### src/rtl/pcnt_pkg.sv
package pcnt_pkg;

   localparam int REG_W    = 32;
   localparam int FRZ_BIT  = 31;
   localparam int IEN_BIT  = 30;
   localparam int FOE_BIT  = 29;
   localparam int TSEL_LO  = 11;
   localparam int TSEL_W   = 2;
   localparam int TEE_BIT  = 8;

   typedef struct packed {
      logic              frz;
      logic              ien;
      logic              foe;
      logic [TSEL_W-1:0] tsel;
      logic              tee;
   } ctl_t;

   function automatic logic [REG_W-1:0] ctl_pack(input ctl_t c);
      logic [REG_W-1:0] r;
      r = '0;
      r[FRZ_BIT] = c.frz;
      r[IEN_BIT] = c.ien;
      r[FOE_BIT] = c.foe;
      r[TSEL_LO +: TSEL_W] = c.tsel;
      r[TEE_BIT] = c.tee;
      return r;
   endfunction

   function automatic ctl_t ctl_unpack(input logic [REG_W-1:0] w);
      ctl_t c;
      c.frz  = w[FRZ_BIT];
      c.ien  = w[IEN_BIT];
      c.foe  = w[FOE_BIT];
      c.tsel = w[TSEL_LO +: TSEL_W];
      c.tee  = w[TEE_BIT];
      return c;
   endfunction

endpackage

### src/rtl/pcnt_event_ctr.sv
module pcnt_event_ctr #(
   parameter int W = 32
) (
   input  logic         clk,
   input  logic         rst_n,
   input  logic         inc,
   input  logic         wr,
   input  logic [W-1:0] wdata,
   output logic [W-1:0] count
);

   always_ff @(posedge clk) begin
      if (!rst_n)
         count <= '0;
      else if (wr)
         count <= wdata;
      else if (inc)
         count <= count + W'(1);
   end

endmodule

### src/rtl/pcnt_glb_ctl.sv
module pcnt_glb_ctl
   import pcnt_pkg::*;
(
   input  logic clk,
   input  logic rst_n,
   input  logic wr,
   input  ctl_t wval,
   input  logic cond,
   output ctl_t ctl,
   output logic irq
);

   ctl_t ctl_d;
   logic hw_frz;
   logic hw_iclr;

   always_comb begin
      hw_frz  = ctl.foe & cond;
      hw_iclr = ctl.ien & cond;
      ctl_d   = ctl;
      if (wr)
         ctl_d = wval;
      // hardware actions override a same-cycle software write
      if (hw_frz)
         ctl_d.frz = 1'b1;
      if (hw_iclr)
         ctl_d.ien = 1'b0;
   end

   always_ff @(posedge clk) begin
      if (!rst_n) begin
         ctl <= '0;
         irq <= 1'b0;
      end else begin
         ctl <= ctl_d;
         irq <= cond & (irq | hw_iclr);
      end
   end

endmodule

### src/rtl/pcnt_frz_ctrl.sv
module pcnt_frz_ctrl
   import pcnt_pkg::*;
#(
   parameter int NUM_CNT  = 4,
   parameter int CNT_W    = 32,
   parameter int TB_W     = 32,
   parameter int ADDR_W   = 3,
   parameter int CNT_BASE = 4,
   parameter int TAP0     = 15,
   parameter int TAP1     = 19,
   parameter int TAP2     = 23,
   parameter int TAP3     = 31
) (
   input  logic               clk,
   input  logic               rst_n,
   input  logic               bus_we,
   input  logic               bus_sup,
   input  logic [ADDR_W-1:0]  bus_addr,
   input  logic [REG_W-1:0]   bus_wdata,
   output logic [REG_W-1:0]   bus_rdata,
   input  logic [NUM_CNT-1:0] evt_i,
   input  logic [TB_W-1:0]    tbase_i,
   output logic               irq_o
);

   localparam int ADR_CTL   = 0;
   localparam int ADR_ALIAS = 1;
   localparam int ADR_CE    = 2;
   localparam int NUM_ADR   = 2 ** ADDR_W;
   localparam int TB_IDX_W  = $clog2(TB_W);

   // elaboration-time parameter checks
   if (CNT_BASE <= ADR_CE || CNT_BASE + NUM_CNT > NUM_ADR) begin : g_bad_map
      $error("pcnt_frz_ctrl: counters do not fit the address space");
   end
   if (CNT_W < 2 || CNT_W > REG_W) begin : g_bad_cnt_w
      $error("pcnt_frz_ctrl: CNT_W out of range");
   end
   if (NUM_CNT < 1 || NUM_CNT > REG_W) begin : g_bad_num
      $error("pcnt_frz_ctrl: NUM_CNT out of range");
   end
   if (TAP0 >= TB_W || TAP1 >= TB_W || TAP2 >= TB_W || TAP3 >= TB_W) begin : g_bad_tap
      $error("pcnt_frz_ctrl: time-base tap beyond TB_W");
   end

   logic                     sup_wr;
   logic                     ctl_wr;
   logic                     ce_wr;
   logic [NUM_CNT-1:0]       ce_q;
   logic [CNT_W-1:0]         cnt [NUM_CNT];
   logic [NUM_CNT*CNT_W-1:0] cnt_flat;
   logic [NUM_CNT-1:0]       cnt_hit;
   logic [TB_IDX_W-1:0]      tap_idx;
   logic                     tb_hit;
   logic                     any_cond;
   ctl_t                     ctl;
   logic [REG_W-1:0]         ctl_word;

   assign sup_wr = bus_we & bus_sup;
   assign ctl_wr = sup_wr && (bus_addr == ADDR_W'(ADR_CTL));
   assign ce_wr  = sup_wr && (bus_addr == ADDR_W'(ADR_CE));

   always_ff @(posedge clk) begin
      if (!rst_n)
         ce_q <= '0;
      else if (ce_wr)
         ce_q <= bus_wdata[NUM_CNT-1:0];
   end

   for (genvar k = 0; k < NUM_CNT; k++) begin : g_cnt
      logic cwr;
      assign cwr = sup_wr && (bus_addr == ADDR_W'(CNT_BASE + k));
      pcnt_event_ctr #(.W(CNT_W)) u_ctr (
         .clk   (clk),
         .rst_n (rst_n),
         .inc   (evt_i[k] & ~ctl.frz),
         .wr    (cwr),
         .wdata (bus_wdata[CNT_W-1:0]),
         .count (cnt[k])
      );
      assign cnt_hit[k] = cnt[k][CNT_W-1] & ce_q[k];
      assign cnt_flat[k*CNT_W +: CNT_W] = cnt[k];
   end

   always_comb begin
      case (ctl.tsel)
         2'd0:    tap_idx = TB_IDX_W'(TAP0);
         2'd1:    tap_idx = TB_IDX_W'(TAP1);
         2'd2:    tap_idx = TB_IDX_W'(TAP2);
         default: tap_idx = TB_IDX_W'(TAP3);
      endcase
   end

   assign tb_hit   = tbase_i[tap_idx] & ctl.tee;
   assign any_cond = (|cnt_hit) | tb_hit;

   pcnt_glb_ctl u_ctl (
      .clk   (clk),
      .rst_n (rst_n),
      .wr    (ctl_wr),
      .wval  (ctl_unpack(bus_wdata)),
      .cond  (any_cond),
      .ctl   (ctl),
      .irq   (irq_o)
   );

   assign ctl_word = ctl_pack(ctl);

   always_comb begin
      bus_rdata = '0;
      if (bus_addr == ADDR_W'(ADR_ALIAS))
         bus_rdata = ctl_word;
      else if (bus_addr == ADDR_W'(ADR_CTL))
         bus_rdata = bus_sup ? ctl_word : '0;
      else if (bus_addr == ADDR_W'(ADR_CE))
         bus_rdata[NUM_CNT-1:0] = ce_q;
      for (int k = 0; k < NUM_CNT; k++) begin
         if (bus_addr == ADDR_W'(CNT_BASE + k))
            bus_rdata[CNT_W-1:0] = cnt[k];
      end
   end

endmodule

### config.mk
export PLATFORM = sky130hd
export DESIGN_NAME = pcnt_frz_ctrl
export DESIGN_NICKNAME = d
export VERILOG_FILES = /design/src/rtl/pcnt_pkg.sv /design/src/rtl/pcnt_event_ctr.sv /design/src/rtl/pcnt_glb_ctl.sv /design/src/rtl/pcnt_frz_ctrl.sv
export SDC_FILE = /design/constraint.sdc
export NUM_CORES = 1
export LEC_CHECK = 0
export BUFFER_PORTS_ARGS = -buffer_cell sky130_fd_sc_hd__buf_2
export CAP_MARGIN = 20
export CORE_MARGIN = 4
export CORE_UTILIZATION = 36
export CTS_BUF_LIST = sky130_fd_sc_hd__clkbuf_8
export DETAILED_ROUTE_END_ITERATION = 10
export PLACE_DENSITY_LB_ADDON = 0.3
export SETUP_SLACK_MARGIN = 0.3
export SYNTH_ARGS = -nofsm -noshare
export SYNTH_HDL_FRONTEND = slang
export SYNTH_HIERARCHICAL = 1
export SYNTH_SLANG_ARGS = --single-unit
### constraint.sdc
create_clock -name clk -period 3 [get_ports clk]
set_input_delay 0.45 -clock clk [delete_from_list [all_inputs] [get_ports clk]]
set_output_delay 0.45 -clock clk [all_outputs]
set_load 0.01 [all_outputs]
## After elaboration in Yosys (flattened, before gate mapping)

Index checks and enable logic that the tools add are counted.

| word-level totals | value |
|---|---|
| output and inout bits | 33 |
| bits of input ports | 75 |
| register bits | 139 |
| word-level logic and storage cells | 78 |
| memories | 0 |
| bits in latches | 0 |
| ROM bits | 0 |
| memory bits (writable) | 0 |

| cells by class | value |
|---|---|
| reductions and logical operators | 15 |
| $lt $le $gt $ge | 1 |
| bitwise logic cells | 17 |
| div/mod/pow operators | 0 |
| add/subtract/negate cells | 4 |
| eq/ne operators | 8 |
| multipliers | 0 |
| shift operators | 0 |
| muxes and demuxes | 22 |

Operator list:

| operator | count |
|---|---|
| 2-to-1 mux 32 bit | 14 |
| adder 32 x 1 -> 32 bit, second input constant | 4 |
| 2-to-1 mux 28 bit | 1 |
| case mux 5 bit (3 select lines) | 1 |
| AND 1 bit | 13 |
| equality test 3 bit, second input constant | 4 |
| nonzero test 2 bit | 5 |
| 2-to-1 mux 4 bit | 2 |
| logical AND 1 bit | 6 |
| < comparator 5 x 6 -> 1 bit, second input constant | 1 |
| 2-to-1 mux 6 bit | 1 |
| binary-select mux 1 bit (select 5 bit) | 1 |
| OR reduction 4 bit | 1 |
| equality test 3 x 1 -> 1 bit, second input constant | 1 |
| equality test 3 x 2 -> 1 bit, second input constant | 1 |
| logical NOT 3 bit | 1 |
| equality test 2 x 1 -> 1 bit, second input constant | 1 |
| equality test 2 bit, second input constant | 1 |
| logical NOT 2 bit | 1 |
| 2-to-1 mux 1 bit | 2 |
| NOT 1 bit | 2 |
| bitwise OR 1 bit | 2 |
| OR reduction 2 bit | 1 |

## Depth between registers and ports, before layout

Gate-level depths: netlist of the first run.

| logic depth | value |
|---|---|
| word-level depth | 9 |
| depth in mapped cells | 10 |
| mapped depth without buffers | 8 |

## Cells and area by module

The synthesis of the first run kept the hierarchy.

By module, submodules not included:

| module | cells an instance | sequential area each (um^2) | times used | area each (um^2) |
|---|---|---|---|---|
| pcnt_event_ctr at g_cnt[0].u_ctr ... | 236 | 640.6 | 3 | 1860.5 |
| pcnt_event_ctr at g_cnt[1].u_ctr | 240 | 640.6 | 1 | 1955.6 |
| pcnt_frz_ctrl | 167 | 80.1 | 1 | 1436.4 |
| pcnt_glb_ctl | 23 | 140.1 | 1 | 272.8 |

## Least setup slack after synthesis of the first run

Ideal clock, no wire load.

| timing | value |
|---|---|
| kind | input to register |
| start | in bus_addr[2] |
| end | reg g_cnt[1].u_ctr.count[31] |
| library setup time | 0.063 ns |
| data required time | 2.937 ns |
| setup slack | 0.643 ns |
| arrival | 2.295 ns |
| cell stages on the path | 8 |
| path buffers | 2 |
| path through | clkbuf_1 > clkbuf_1 > nand4_1 > nor2_1 > and3b_1 > or4b_2 > or4_1 > nand3_1 |

| on the way | value |
|---|---|
| word-level cells in the longest chain between the ends | 3 |
| elaborated cells between the ends (all ways) | 4 |
| classes of those cells | eq/ne (1); mux (1); reduce/logical (2) |

RTL lines:

| item | line | text |
|---|---|---|
| start: declaration | pcnt_frz_ctrl.sv:18 | `input logic [ADDR_W-1:0] bus_addr,` |
| equality test 3 bit (*) | pcnt_frz_ctrl.sv:72 | `assign cwr = sup_wr && (bus_addr == ADDR_W'(CNT_BASE + k));` |
| logical AND 1 bit (*) | pcnt_frz_ctrl.sv:72 |  |
| net g_cnt[1].cwr | pcnt_frz_ctrl.sv:71 | `logic cwr;` |
| 2-to-1 mux 32 bit or nonzero test 2 bit (tied branches) | -- |  |
| end signal: assignment | pcnt_event_ctr.sv:16 | `count <= wdata;` |
| end signal: assignment | pcnt_event_ctr.sv:18 | `count <= count + W'(1);` |
| end: declaration | pcnt_event_ctr.sv:9 | `output logic [W-1:0] count` |

The timed path passes the listed nets; every way through them passes the cells marked *.
A chain may end at the register's enable or synchronous reset.

## Worst setup path in the final report of the first run

| timing | value |
|---|---|
| start | reg u_ctl/ctl[5] (netlist name) |
| end | reg g_cnt[3].u_ctr.count[31] |

| on the way | value |
|---|---|
| word-level cells in the longest chain between the ends | 3 |

RTL lines:

| item | line | text |
|---|---|---|
| NOT 1 bit | pcnt_frz_ctrl.sv:76 | `.inc (evt_i[k] & ~ctl.frz),` |
| AND 1 bit | pcnt_frz_ctrl.sv:76 |  |
| nonzero test 2 bit (no line) | -- |  |
| end signal: assignment | pcnt_event_ctr.sv:16 |  |
| end signal: assignment | pcnt_event_ctr.sv:18 |  |
| end: declaration | pcnt_event_ctr.sv:9 |  |

Every way passes these cells.

==> flow_summary.ini, run 1 <==
[sta]
setup_viol = 0
tightest_slew_ns = 0.806
skew_ns = 0.0143
max_freq_mhz = 402
hold_viol_final = 0
drv_slew = 0
slew-limit-headroom_pct = 46.3
tns_ns = 0
period_needed_ns = 2.49
rsz0062_at_grt = false
holdWs_ns = 0.332
fin_crit_sh_pct = 82.9

[min_path]
holdCritStartpoint = bus_wdata[5]
worstHoldPathType = input pin to flop
min_to = g_cnt[2].u_ctr/count[5]$_SDFFE_PN0P_
whs_path_depth = 3

[final_layout]
multi_input_area_mm2 = 0.00602
nFillCells = 2602
area_delta_synth_final_pct = 12.9
fin_util_pct = 41.3
diodes = 0
regArea_mm2 = 0.00278
drive_above_1_share_pct = 16.8
fin_nets = 1279

[floorplanning]
fp.dieW_um = 168
io_pins = 108
die_area_mm2 = 0.0283
start_util_pct = 36.6
die_y_um = 168
core_area_mm2 = 0.0253
rows = 58

[place]
dp_hpwl_mm = 24.9
portBuffers = 83
routabilityCongestion = 0.966

[synthesis]
yosysSeqAreaShare_pct = 30.1
synth_nets = 1219
ys_types = 63
synthArstFlopShare_pct = 0
synthTopCellsByArea = dfxtp_1 30%, o21ai_0 5.7%, mux4_2 5.6%
synth_area_mm2 = 0.00925
synth_edf_count = 0
syn_inst = 1138
yosysTopAreaCell = dfxtp_1
synth.avg_cell_area_um2 = 8.13
synthTopCellsByCount = 139 x dfxtp_1, 106 x o21ai_0, 67 x nand2_1
netlist.area_leader.share_pct = 30.1
ys_ff_latch = 139
synth_ff_type = dfxtp_1
ys_warn_count = 6
synthMostInstantiatedCell = dfxtp_1

[setup_path]
crit_required_ns = 3.34
worstSetupPathType = flop to flop
slowest_delay_ns = 0.62
r2r_start = u_ctl/ctl[5]$_SDFFE_PN0P_
cp.arrival_ns = 2.83
cp_cell_sequence = nor2b_1 -> nand3_2 -> buf_4 -> nor4_1 -> a21boi_0 -> or3_1
crit_slowest_cell = nor4_1
end_kind = flop
reg2regPathDepth = 6
cp-start-kind = flop
rr_endpoint = g_cnt[3].u_ctr/count[31]$_SDFFE_PN0P_
r2r_slack_ns = 0.51
crit_fanout = 6

[cts]
cts_tree = built
clock_sinks = 139
cts_buffer_depth = 2
cts_hold_buf = 0
clk_pin_slew_ns = 0.08
cts_setup_buffers = 0
cts.htree.levels = 4
cts_buffers = 17
cts-root-buf = clkbuf_8
clock_latency_ns = 0.46
ctsResizeCount = 0

[grt]
grt_max_degree = 82
grt_pass1_vias = 8436
grt_pass1_wl_mm = 50.6
overflow = 0
gr-usage-all-layers_pct = 22.8
antenna_found_initial = 0

[drt]
dr.pass1.iters = 5
wl_mm = 33.2
postRouteAntennaNets = 0
drt_iter0_drc = 1177
vias = 9622
drc = 0
via_per_inst = 6.25
wl_per_cell_um = 21.6

[pwr]
power_density_mw_per_mm2 = 385
p_leak_nw = 3.59
ir_drop_v = 0.000254

[flow_run]
timing.max_cap.violations = 0

[run_status]
status = finished, final reports clean
## registers in the layout (all words and copies together) (netlist names)
| register | cells |
|---|---|
| g_cnt.u_ctr/count | 128 |
| u_ctl/ctl | 6 |
| ce_q | 4 |
| u_ctl/irq | 1 |
## critical path: cells and delay by family, from the launching register on
kind / cells / cell delay (ns)
buffers and inverters: 1 / 0.19
flip-flops: 1 / 0.47
AO/OA/AOI/OAI: 1 / 0.20
AND/OR/NAND/NOR: 4 / 1.50
## kinds of logic after synthesis
group	share of synthesized area, %
AO/OA/AOI/OAI	21.2
XOR/XNOR	3.98
adder cells (fa/ha/maj)	0.812
buffers and inverters	5.10
flip-flops	30.1
multiplexers	8.69
AND/OR/NAND/NOR	30.1
## layout make-up
class	instances	share of cell area, %
multi-input combinational	890	57.7
sequential	139	26.7
timing repair buffer	125	7.15
tap	330	3.96
clock buffer	19	2.51
clock inverter	11	1.17
inverter	25	0.899
## cells in the final DEF, fill, tap and decap left out, drive strengths merged, types with 24 or more instances in the layout
master  count
o31ai      24
inv        25
nand3      57
nand4      58
xnor2      26
and3       26
nor2       62
a31oi      30
nor4       28
buf       125
a21oi      49
nor3       43
and2       27
o21ai     106
nand2      67
dfxtp     139
mux2i      27
or4        34
## where the power goes
group / leakage [nW] / internal [mW] / switching, mW
sequential: 1.13 / 1.90 / 0.0905
clock: 0.185 / 0.770 / 0.771
combinational: 2.28 / 0.189 / 0.299
total: 3.59 / 2.86 / 1.16
## worst max-delay path by stage
stage | slack, ns | to | start | cells after the start
3_3_place_gp | 0.63 | bus_rdata[2] | bus_addr[0] | 7
6_report | 0.51 | g_cnt[3].u_ctr/count[31]$_SDFFE_PN0P_ | u_ctl/ctl[5]$_SDFFE_PN0P_ | 6
5_1_grt | 0.45 | bus_rdata[31] | bus_addr[0] | 7
3_5_place_dp | 0.62 | g_cnt[0].u_ctr/count[31]$_SDFFE_PN0P_ | evt_i[0] | 7
4_1_cts | 0.62 | bus_rdata[8] | bus_addr[0] | 7
2_1_floorplan | 0.64 | g_cnt[1].u_ctr/count[31]$_SDFFE_PN0P_ | bus_addr[2] | 8
## per-layer routing
metal | track usage [%] | vias to the layer above | routed length (µm)
met5 | 0 | - | 0
met4 | 9.35 | 0 | 1340
met3 | 3.87 | 73 | 2580
met2 | 34.2 | 456 | 14600
met1 | 32.4 | 4578 | 14700
li1 | - | 4515 | -
## per-stage QoR
stage / setup WS (ns) / power [mW] / instance area, µm² / instances
floorplan: 0.643 / 2.29 / 9250 / 1138
global placement: 0.633 / 2.50 / 10100 / 1509
detailed placement: 0.618 / 2.51 / 10100 / 1509
CTS: 0.619 / 4.03 / 10400 / 1539
global route: 0.453 / 4.17 / 10400 / 1539
finish: 0.512 / 4.02 / 10400 / 1539
Power figures use the tool's default switching activity.
==> inputs of run 2 (changes only) <==
ABC_AREA = 1   (was not set)
clock period = 2.3 ns   (was 3 ns; I/O delays follow)
==> run 2 against run 1 <==
Against the previous run:
- worst setup slack got worse by 0.18 ns
- die area rose by 12%
- critical path depth increased by 3
- sequential cell count unchanged
- combinational power is 20% higher
- via count is 20% higher
- utilization barely moved
- synthesized cell count is 47% higher
==> flow_summary.ini, run 2 <==
[pwr]
ir_drop_v = 0.000323
seqPwrFrac_pct = 47.7
power_density_mw_per_mm2 = 447
pwr-share-comb_pct = 11.1
p_total_mw = 5.29
p_sw_share_pct = 30.1
p_leak_nw = 4.49
pwr-share-clk_pct = 41.2
p_int_mw = 3.70
power.switching_mw = 1.59

[final_layout]
fin_nets = 1838
diodes = 0
area_delta_synth_final_pct = 13.6
reg_top3 = g_cnt.u_ctr/count x128, u_ctl/ctl x6, ce_q x4
fin_util_pct = 41.4
regArea_mm2 = 0.00278
multi_input_area_mm2 = 0.00681
drive_above_1_share_pct = 16.8
final_cell_mix = 521 x nand2_1, 165 x nor2_1, 158 x nand3_1
layout_commonest_cell = nand2_1
largest_reg_flops = 128
nFillCells = 3094
regMostFlops = g_cnt.u_ctr/count

[sta]
tightest_slew_ns = 0.551
finalWorstSetupSlack_ns = 0.328
skew_ns = 0.0131
slew-limit-headroom_pct = 63.2
tns_ns = 0
period_needed_ns = 1.97
max_freq_mhz = 507
hold_viol_final = 0
setup_viol = 0
fin_crit_sh_pct = 85.8
drv_slew = 0
rsz0062_at_grt = true

[cts]
cts_hold_buf = 0
clock_sinks = 139
cts_buffer_depth = 2
clk_pin_slew_ns = 0.09
cts.htree.levels = 4
clock_latency_ns = 0.46
cts_tree = built
cts-root-buf = clkbuf_8
cts_buffers = 17

[grt]
grt_pass1_vias = 10601
grt_pass1_wl_mm = 58.7
grt_max_degree = 33
overflow = 0
gr-usage-all-layers_pct = 23.7
antenna_found_initial = 0

[setup_path]
crit_buf_inv = 6
slowest_delay_ns = 0.18
cp_cell_sequence = buf_2 -> inv_4 -> buf_4 -> nor3_4 -> buf_4 -> buf_12 -> nand2_1 -> nand4_1 -> buf_2
cp-start-kind = input pin
crit_slowest_cell = buf_2
startpoint = bus_addr[1]
cp.arrival_ns = 1.63
crit_family = buffers and inverters
worstSetupPathType = input pin to output port
r2r_start = u_ctl/ctl[5]$_SDFFE_PN0P_
crit_fanout = 16
crit_required_ns = 1.96
end_kind = output port

[synthesis]
netlist.area_leader.share_pct = 26.7
synthTopCellsByCount = 522 x nand2_1, 174 x nor2_1, 159 x nand3_1
synth_ff_type = dfxtp_1
synth_nets = 1759
ys_types = 34
ys_warn_count = 6
synthMostInstantiatedCell = nand2_1
synth.avg_cell_area_um2 = 6.21
yosysSeqAreaShare_pct = 26.7
ys_ff_latch = 139
synth_area_mm2 = 0.0104
synth_edf_count = 0
synthArstFlopShare_pct = 0
syn_inst = 1678
yosysTopAreaCell = dfxtp_1
synthTopCellsByArea = dfxtp_1 27%, nand2_1 19%, nand3_1 7.6%

[floorplanning]
die_y_um = 178
rows = 62
start_util_pct = 36.4
fp.dieW_um = 178
die_area_mm2 = 0.0317
io_pins = 108
core_area_mm2 = 0.0286

[drt]
wl_per_cell_um = 17.7
postRouteAntennaNets = 0
via_per_inst = 5.36
wl_mm = 38.2
vias = 11550
drt_iter0_drc = 1164
drc = 0
dr.pass1.iters = 8

[min_path]
worstHoldPathType = input pin to flop
holdCritStartpoint = bus_wdata[1]

[flow_run]
timing.max_cap.violations = 0

[run_status]
status = finished, final reports clean

[place]
dp_hpwl_mm = 29.2
dp_slack_ns = 0.215
portBuffers = 83
routabilityCongestion = 0.901
[run 2: cell types whose count changed after synthesis, sizes merged, moves of 24 or more]
cell,previous run,this run
a21oi,49,108
and3,26,0
mux2i,27,0
inv,25,154
clkbuf,60,18
o21ai,106,30
or4,34,0
nor3,43,6
nor4,28,4
a22oi,8,93
nor2,62,234
nand2,67,557
o31ai,24,0
nand3,57,159
[run 2: worst min-delay path, cell delays in order]
cell,delay (ns)
buf_2,0.16
nor2_1,0.11
nor2_1,0.05
[run 2: path summary, 6_finish.rpt]
path                                                        endpoint  slack [ns]  cells after the start
worst max register to register  g_cnt[0].u_ctr/count[4]$_SDFFE_PN0P_        0.56                      6
worst min register to register                  u_ctl/irq$_SDFF_PN0_        0.51                      2
worst max-delay path                                   bus_rdata[10]        0.33                      9
worst min-delay path                            ce_q[1]$_SDFFE_PN0P_        0.23                      3
[run 2: kinds of logic (layout without fill, tap and decap cells)]
| kind of cell | count (synthesis) | count (layout) | synth area share, % |
|---|---|---|---|
| buffers and inverters | 217 | 309 | 8.46 |
| XOR/XNOR | 41 | 41 | 3.45 |
| adder cells (fa/ha/maj) | 6 | 6 | 0.720 |
| AND/OR/NAND/NOR | 1028 | 1028 | 46.1 |
| AO/OA/AOI/OAI | 247 | 247 | 14.5 |
| flip-flops | 139 | 139 | 26.7 |
[run 2: final cells by class]
| cell class | count | area share, % |
|---|---|---|
| multi-input cells | 1322 | 57.5 |
| flip-flops and latches | 139 | 23.5 |
| repair buffers | 120 | 6.42 |
| inverters | 157 | 5.02 |
| well taps | 384 | 4.06 |
| clock buffers | 17 | 1.98 |
| clock inverters | 15 | 1.49 |
[run 2: what timing repair did]
| item | in CTS | in global routing |
|---|---|---|
| pin swaps | 0 | 2 |
| endpoints found under the hold margin | 0 | 0 |
| setup buffers | 0 | 1 |
| resized for setup | 1 | 11 |
| endpoints found under the setup margin | 1 | 12 |
| cloned | 0 | 1 |
[run 2: power by group through the flow]
stage | registers [mW] | clock network [mW] | logic (mW)
after floorplan | 2.56 | 0 | 0.314
after global placement | 2.58 | 0 | 0.557
after detailed placement | 2.58 | 0 | 0.568
after CTS | 2.52 | 2.21 | 0.570
after global routing | 2.53 | 2.29 | 0.635
final | 2.52 | 2.18 | 0.585
[run 2: routing by layer]
metal / vias up / wire (µm) / global-route usage [%]
li1: 5666 / - / -
met1: 5382 / 16100 / 31.4
met4: 0 / 1330 / 9.25
met3: 67 / 2910 / 3.24
met2: 435 / 17900 / 39.2
met5: - / 0 / 0
[run 2: stage by stage]
stage	hold WS [ns]	std cells	instance area (µm²)
3_3_place_gp	0.474	2119	11300
4_1_cts	0.203	2152	11800
3_5_place_dp	0.485	2120	11400
6_report	0.233	2154	11800
5_1_grt	0.229	2154	11800
2_1_floorplan	0.443	1678	10400
==> inputs of run 3 (changes only) <==
BUFFER_PORTS_ARGS = not set   (was -buffer_cell sky130_fd_sc_hd__buf_2)
DONT_BUFFER_PORTS = 1   (was not set)
==> run 3 against run 2 <==
Against the previous run:
- highest routed layer unchanged
- worst setup slack better by 0.16 ns
- clock skew is 0.0014 ns lower
- sequential share of layout area is 0.92 points higher
- final cell count is 4.3% lower
- utilization is 1.6 points lower
- clock-buffer cell count is 4 higher
==> flow_summary.ini, run 3 (synthesis results as in run 2) <==
[run_status]
status = finished, final reports clean

[drt]
drc = 0
wl_per_cell_um = 18.6
wl_mm = 38.3
vias = 11138
postRouteAntennaNets = 0
dr.pass1.iters = 7
drt_iter0_drc = 1114
via_per_inst = 5.40

[grt]
antenna_found_initial = 0
overflow = 0
grt_pass1_vias = 10025
gr-usage-all-layers_pct = 23.6
grt_max_degree = 33
grt_pass1_wl_mm = 57.5

[sta]
tns_ns = 0
hold_viol_final = 0
finalWorstSetupSlack_ns = 0.490
period_needed_ns = 1.81
tightest_slew_ns = 0.568
slew-limit-headroom_pct = 62.1
rsz0062_at_grt = false
skew_ns = 0.0117
holdWs_ns = 0.0267
setup_viol = 0
drv_slew = 0
fin_crit_sh_pct = 78.7
max_freq_mhz = 552

[place]
portBuffers = 0
routabilityCongestion = 0.918
dp_slack_ns = 0.372
dp_hpwl_mm = 29.1

[floorplanning]
start_util_pct = 36.4
fp.dieW_um = 178
core_area_mm2 = 0.0286
die_area_mm2 = 0.0317
die_y_um = 178
rows = 62
io_pins = 108

[final_layout]
final_cell_mix = 522 x nand2_1, 172 x nor2_1, 159 x nand3_1
drive_above_1_share_pct = 11.7
regMostFlops = g_cnt.u_ctr/count
nFillCells = 3033
layout_commonest_cell = nand2_1
area_delta_synth_final_pct = 9.32
largest_reg_flops = 128
reg_top3 = g_cnt.u_ctr/count x128, u_ctl/ctl x6, ce_q x4
diodes = 0
fin_nets = 1746

[min_path]
worstHoldPathType = input pin to flop

[cts]
clock_sinks = 139
clock_latency_ns = 0.46
cts_setup_buffers = 0
cts_buffer_depth = 2
cts_buffers = 17
cts_tree = built
clk_pin_slew_ns = 0.08
cts-root-buf = clkbuf_8
cts.htree.levels = 4

[pwr]
p_leak_nw = 4.09
ir_drop_v = 0.000368
power_density_mw_per_mm2 = 492

[setup_path]
crit_fanout = 4
rr_endpoint = g_cnt[3].u_ctr/count[24]$_SDFFE_PN0P_
worstSetupPathType = flop to output port
critical_path.endpoint = bus_rdata[31]
crit_required_ns = 1.96
cp.arrival_ns = 1.47
reg2regPathDepth = 5
cp-start-kind = flop
r2r_start = u_ctl/ctl[5]$_SDFFE_PN0P_
end_kind = output port
startpoint = u_ctl/ctl[5]$_SDFFE_PN0P_
r2r_slack_ns = 0.51

[flow_run]
timing.max_cap.violations = 0
==> run 3: worst min path at each step <==
stage / startpoint / cells after the start / slack (ns) / end
final: bus_wdata[3] / 2 / 0.03 / ce_q[3]$_SDFFE_PN0P_
after global routing: rst_n / 2 / 0.009 / g_cnt[3].u_ctr/count[2]$_SDFFE_PN0P_
after CTS: rst_n / 2 / 0.0007 / g_cnt[0].u_ctr/count[7]$_SDFFE_PN0P_
after detailed placement: rst_n / 2 / 0.46 / g_cnt[0].u_ctr/count[1]$_SDFFE_PN0P_
after global placement: rst_n / 2 / 0.45 / g_cnt[0].u_ctr/count[1]$_SDFFE_PN0P_
after floorplan: rst_n / 2 / 0.44 / g_cnt[0].u_ctr/count[1]$_SDFFE_PN0P_
==> run 3: power breakdown <==
group | internal [mW] | total [mW] | switching, mW | leakage [nW]
clock | 1.63 | 2.67 | 1.04 | 0.268
sequential | 2.45 | 2.53 | 0.0755 | 1.12
combinational | 0.119 | 0.409 | 0.290 | 2.70
==> run 3: cell type report <==
type / count / area (µm²) / share of cell area (%)
Multi-Input combinational cell: 1322 / 6790 / 59.6
Clock buffer: 21 / 289 / 2.54
Sequential cell: 139 / 2780 / 24.4
Inverter: 157 / 589 / 5.17
Clock inverter: 11 / 236 / 2.08
Tap cell: 384 / 480 / 4.22
Timing Repair Buffer: 28 / 228 / 2.00
==> run 3: per-layer routing <==
metal	up-vias	part of all wire (%)	global-route usage, %
li1	5483	-	-
met1	5172	42	31.0
met2	428	47	39.3
met3	55	7.9	3.52
met4	0	3.2	8.41
met5	-	0	0
==> run 3: what timing repair did <==
item | 4_1_cts | 5_1_grt
hold buffers | 2 | 0
hold endpoints to repair | 9 | 0
gates resized for setup | 0 | 0
==> run 3: metrics by stage <==
| step | area (µm²) | total power [mW] | util, % | std cells |
|---|---|---|---|---|
| floorplan | 10400 | 2.87 | - | 1678 |
| global placement | 10800 | 2.97 | 37.9 | 2028 |
| detailed placement | 10800 | 2.98 | 37.9 | 2028 |
| CTS | 11400 | 5.64 | 39.8 | 2062 |
| global route | 11400 | 5.78 | 39.8 | 2062 |
| finish | 11400 | 5.61 | 39.8 | 2062 |
==> run 3: worst max-delay path, stage by stage, from the launching register on <==
cell and delay [ns]:
dfxtp_1 0.47, buf_4 0.19, nand4_1 0.09, nand2_1 0.07
nor2_1 0.05, nand3_1 0.14
